==> src/rtl/romws_pkg.sv <==
`timescale 1ns/1ps
package romws_pkg;
  localparam int CNT_W = 4;
  localparam int SEL_W = 3;

  typedef logic [CNT_W-1:0] cnt_t;

  typedef enum logic [SEL_W-1:0] {
    WS_ONE   = 3'd0,
    WS_TWO   = 3'd1,
    WS_FOUR  = 3'd2,
    WS_EIGHT = 3'd3,
    WS_MAX   = 3'd4
  } wait_code_e;

  // Last count value of a stretch (length minus one); unknown codes use the longest.
  function automatic cnt_t wait_last(input logic [SEL_W-1:0] code);
    case (code)
      WS_ONE:   return cnt_t'(0);
      WS_TWO:   return cnt_t'(1);
      WS_FOUR:  return cnt_t'(3);
      WS_EIGHT: return cnt_t'(7);
      default:  return cnt_t'(14);
    endcase
  endfunction
endpackage

==> src/rtl/romws_sel_decode.sv <==
`timescale 1ns/1ps
module romws_sel_decode
  import romws_pkg::*;
(
  input  logic [SEL_W-1:0] wait_sel,
  output cnt_t             last_cnt
);
  always_comb last_cnt = wait_last(wait_sel);
endmodule

==> src/rtl/romws_wait_counter.sv <==
`timescale 1ns/1ps
module romws_wait_counter
  import romws_pkg::*;
(
  input  logic phi2,
  input  logic rst,
  input  logic start,
  input  cnt_t last_cnt,
  output logic stall
);
  localparam cnt_t IDLE = '1;

  cnt_t cnt_q;

  // Resting value is all ones; a stretch counts up from zero to last_cnt.
  always_ff @(posedge phi2) begin
    if (rst) begin
      cnt_q <= IDLE;
    end else if (cnt_q == IDLE) begin
      if (start) cnt_q <= '0;
    end else if (cnt_q == last_cnt) begin
      cnt_q <= IDLE;
    end else begin
      cnt_q <= cnt_q + 1'b1;
    end
  end

  assign stall = (cnt_q != IDLE);
endmodule

==> src/rtl/romws_led_latch.sv <==
`timescale 1ns/1ps
module romws_led_latch #(
  parameter int LED_W = 8,
  localparam int IDX_W = (LED_W > 1) ? $clog2(LED_W) : 1
) (
  input  logic             phi2,
  input  logic             rst,
  input  logic             wr_en,
  input  logic [IDX_W-1:0] idx,
  input  logic             val,
  output logic [LED_W-1:0] led
);
  always_ff @(posedge phi2) begin
    if (rst) begin
      led <= '0;
    end else if (wr_en) begin
      for (int i = 0; i < LED_W; i++) begin
        if (idx == IDX_W'(i)) led[i] <= val;
      end
    end
  end
endmodule

==> src/rtl/romws_decode.sv <==
`timescale 1ns/1ps
module romws_decode (
  input  logic phi2,
  input  logic addr_hi,
  input  logic rw,
  output logic ram_oe_n,
  output logic ram_we_n,
  output logic ram_cs_n,
  output logic rom_en
);
  always_comb begin
    ram_oe_n = addr_hi;
    ram_we_n = rw;
    ram_cs_n = ~phi2;
    rom_en   = addr_hi & rw;
  end
endmodule

==> src/rtl/rom_wait_gen.sv <==
`timescale 1ns/1ps
module rom_wait_gen
  import romws_pkg::*;
#(
  parameter int LED_W = 8,
  localparam int IDX_W = (LED_W > 1) ? $clog2(LED_W) : 1
) (
  input  logic             phi2,
  input  logic             rst,
  input  logic             addr_hi,
  input  logic             rw,
  input  logic [IDX_W:0]   addr_lo,
  input  logic [SEL_W-1:0] wait_sel,
  output logic             ram_oe_n,
  output logic             ram_we_n,
  output logic             ram_cs_n,
  output logic             rom_en,
  output logic             rdy,
  output logic [LED_W-1:0] led
);
  cnt_t last_cnt;
  logic stall;

  romws_sel_decode u_sel (
    .wait_sel (wait_sel),
    .last_cnt (last_cnt)
  );

  romws_wait_counter u_cnt (
    .phi2     (phi2),
    .rst      (rst),
    .start    (addr_hi),
    .last_cnt (last_cnt),
    .stall    (stall)
  );

  romws_led_latch #(.LED_W(LED_W)) u_led (
    .phi2  (phi2),
    .rst   (rst),
    .wr_en (stall),
    .idx   (addr_lo[IDX_W-1:0]),
    .val   (addr_lo[IDX_W]),
    .led   (led)
  );

  romws_decode u_dec (
    .phi2     (phi2),
    .addr_hi  (addr_hi),
    .rw       (rw),
    .ram_oe_n (ram_oe_n),
    .ram_we_n (ram_we_n),
    .ram_cs_n (ram_cs_n),
    .rom_en   (rom_en)
  );

  assign rdy = ~stall;
endmodule

==> config.mk <==
export PLATFORM = sky130hd
export DESIGN_NAME = rom_wait_gen
export DESIGN_NICKNAME = d
export VERILOG_FILES = /design/src/rtl/romws_pkg.sv /design/src/rtl/romws_sel_decode.sv /design/src/rtl/romws_wait_counter.sv /design/src/rtl/romws_led_latch.sv /design/src/rtl/romws_decode.sv /design/src/rtl/rom_wait_gen.sv
export SDC_FILE = /design/constraint.sdc
export NUM_CORES = 1
export LEC_CHECK = 0
export ABC_CLOCK_PERIOD_IN_PS = 1750
export BUFFER_PORTS_ARGS = -buffer_cell sky130_fd_sc_hd__buf_2
export CAP_MARGIN = 25
export CORE_UTILIZATION = 42
export DETAILED_ROUTE_END_ITERATION = 12
export MAX_ROUTING_LAYER = met4
export PLACE_DENSITY = 0.71
export SLEW_MARGIN = 20
export SYNTH_ARGS = -nofsm -noshare
export SYNTH_HDL_FRONTEND = slang
export SYNTH_SLANG_ARGS = --single-unit
==> constraint.sdc <==
create_clock -name phi2 -period 1.75 [get_ports phi2]
set_clock_uncertainty 0.2 [all_clocks]
set_input_delay 0.35 -clock phi2 [delete_from_list [all_inputs] [get_ports phi2]]
set_output_delay 0.35 -clock phi2 [all_outputs]
set_load 0.01 [all_outputs]
==> results by group <==
Clocking
  – CTS clk-pin slew, worst paths: 30 ps
  – Post-CTS Hold Buffers: 0
  – Max clock buf depth: 2
  – H-tree depth: 1
  – CTS Buf Count: 3
  – Clock Latency Late Sink: 270 ps
  – CTS tree: done
  – CTS root buf: clkbuf_4

Global routing
  – Total GRT Usage: 0.157
  – Largest net degree at the start of global routing: 12
  – First-pass GRT wire length: 2110 um
  – Initial antenna violation count: 0
  – Vias in the first global route: 502
  – GRT Residual Overflow: 0

Synth
  – Largest cells by area after synthesis: dfxtp_1 (37%), mux2i_1 (9.1%), nand3_1 (6.1%)
  – Distinct cells, synth: 30
  – Post-synthesis mux area share: 0.0913
  – Yosys warns: 0
  – Post-Synth Simple-Gate Area: 0.295
  – Dominant cell type by area after synthesis: dfxtp_1
  – Adder-Cell Fraction of Synth Area: 0.0190
  – Register bit total from synthesis: 12
  – Post-synthesis compound-gate area fraction: 0.122
  – Syn Nets: 89
  – Sequential share of the synthesized area: 0.365
  – Syn avg cell area: 8.55 um2
  – Synth Instances: 77
  – Largest family of logic cells by synthesized area: simple AND/OR/NAND/NOR gates
  – Xor/xnor cell area share of the yosys netlist: 0.0399
  – Mapped Area: 658 um2
  – Share of the synthesized area in the top cell type: 0.365

Flow run
  – Max-cap check violation count: 0

Setup path
  – Worst path bufs/invs: 4
  – CP max stage delay: ~120 ps
  – CP max-delay cell: buf_8
  – CP Capture Type: primary output
  – Worst R2R Setup Slack: 120 ps
  – Most used cell, CP: buf_8
  – Worst EP required: 1200 ps
  – Crit start category: clock port
  – Data arrival, critical path: 1220 ps
  – Crit path max-delay family: buffers and inverters
  – CP Max Fanout: 6
  – Crit path cell chain: buf_8 > buf_8 > inv_2 > buf_6
  – Critical path class: clock port to primary output

Pwr
  – Peak supply drop: around 1.2 mV
  – Leakage Power: 0.425 nW
  – Pwr Density: 1460 nW/um2
  – Pwr Total: 1.27 mW

Drt
  – Vias per cell: 5.27
  – Residual DRC: 0
  – First drt pass iteration count: 4
  – Antenna viol nets, final: 0
  – Vias: 643
  – DR WL/cell: roughly 11 um
  – Total Wirelength: roughly 1300 um
  – Starting DRC count in detailed routing: 8

Placement
  – Placement Cell Area: ~800 um2
  – Place WS: 40.1 ps
  – HPWL after DPL: 1020 um
  – Cell count after placement: 116
  – Gpl congestion: 0.758
  – Port Buf Inserts: 23

Layout
  – Fin area: 871 um2
  – Nets: 120
  – Final core utilization: 0.630
  – Fillers: 138
  – Share of layout cells above drive strength 1: 0.383
  – Area Growth Syn to Fin: 32.3%
  – Ant diodes: 0
  – Post-Layout Cell Count: approximately 120

Status
  – Status: finished with violations
  – Failing checks: negative setup slack

Timing
  – Tightest Pin Transition: between 400 and 500 ps
  – Worst setup margin: -23.0 ps
  – Final Max Slew Viols: 0
  – Fin. Hold Viols: 0
  – Final setup viols: 1
  – RSZ-0062 raised after global routing: true
  – Slew margin rel.: 0.715

Floorplanning
  – IO Pins: 24
  – Core region area: 1380 um2
  – Die Height: 41.6 um
  – Row count: 13
  – Die ar.: 1730 um2
  – Starting Density: 0.476
  – Die Width: 41.6 um

Min path
  – Worst hold path class: input pin to register
==> cells by family (layout without fill, tap and decap cells) <==
logic type / Yosys count / count (layout)
buffers and inverters: 8 / 38
DFF: 12 / 12
AOI/OAI and AO/OA: 10 / 10
xor gates and xnor gates: 3 / 3
adders and majority gates: 1 / 1
and+or+nand+nor: 37 / 37
muxes: 6 / 6
==> layer usage <==
| metal | vias up | part of all wire | global-route usage |
|---|---|---|---|
| met5 | - | 0 | - |
| met3 | 2 | 0.058 | 0.0261 |
| li1 | 334 | - | - |
| met4 | 0 | 0.012 | 0.0645 |
| met1 | 287 | 0.50 | 0.215 |
| met2 | 20 | 0.43 | 0.228 |
==> power breakdown <==
part	switching [mW]	internal [mW]
Clock	0.157	0.260
Sequential	0.0333	0.329
Combinational	0.252	0.240
Total	0.442	0.829
==> flip-flops by register name, indices dropped and copies added (netlist names) <==
register / flops
u_cnt.cnt_q: 4
u_led.led: 8
==> worst reg2reg max path: stages, from the launching register on <==
cell and delay [ps]:
dfxtp_1 300, or4_4 540, nor2_4 110, o31ai_1 90, a41oi_1 220
==> layout by cell type (no fill, tap or decap), drive strengths merged <==
cell type	instances
nand4	1
nor4	1
and3	1
a31oi	1
nor2	10
nand2b	1
nand3	8
a21oi	2
mux2i	6
clkbuf	2
buf	33
xor2	2
inv	3
and4	1
nor3	2
nor2b	3
o311ai	1
or4	1
o21ai	1
and2	1
or3	1
dfxtp	12
o31ai	1
nand2	6
a32oi	1
xnor2	1
a41oi	3
ha	1
==> timing repair <==
action / in CTS / in global routing
cloned: 0 / 0
endpoints found under the setup margin: 2 / 2
gates resized for setup: 6 / 3
endpoints found under the hold margin: 0 / 0
buffers inserted: 2 / 0
==> final timing paths <==
check | endpoint | depth (start not counted) | from
worst max-delay path | ram_cs_n | 4 | phi2
worst max register to register | u_cnt.cnt_q[0]$_SDFFE_PP1P_ | 4 | u_cnt.cnt_q[3]$_SDFFE_PP1P_
worst min register to register | u_led.led[4]$_SDFFE_PP0P_ | 2 | u_led.led[4]$_SDFFE_PP0P_
worst min-delay path | u_led.led[5]$_SDFFE_PP0P_ | 2 | rst
==> final cells by class <==
| cell class | count | area (um2) | area share |
|---|---|---|---|
| clock inverters | 1 | 3.75 | 0.00431 |
| clock buffers | 7 | 67.6 | 0.0776 |
| flip-flops and latches | 12 | 243 | 0.279 |
| repair buffers | 28 | 155 | 0.178 |
| well taps | 15 | 18.8 | 0.0216 |
| inverters | 2 | 7.51 | 0.00862 |
| multi-input cells | 57 | 375 | 0.431 |
==> per-stage QoR <==
step           hold slack (ps)  setup TNS (ps)
6_report                   194           -23.0
5_1_grt                    186           -29.6
4_1_cts                    124           -69.9
3_5_place_dp               252               0
3_3_place_gp               242               0
2_1_floorplan              194               0
==> synth_stat cells <==
cell / n
dfxtp_1: 12
nor2_1: 9
nand3_1: 8
mux2i_1: 6
nand2_1: 6
a41oi_1: 3
inv_1: 3
nor2b_1: 3
a21oi_1: 2
buf_4: 2
clkbuf_1: 2
nor3_1: 2
xor2_1: 2
a31oi_1: 1
a32oi_1: 1
and2_1: 1
and3_1: 1
and4_1: 1
buf_6: 1
ha_1: 1
nand2b_1: 1
nand4_1: 1
nor2_4: 1
nor4_1: 1
o21ai_0: 1
o311ai_2: 1
o31ai_1: 1
or3_1: 1
or4_4: 1
xnor2_1: 1
Power figures use the tool's default switching activity.
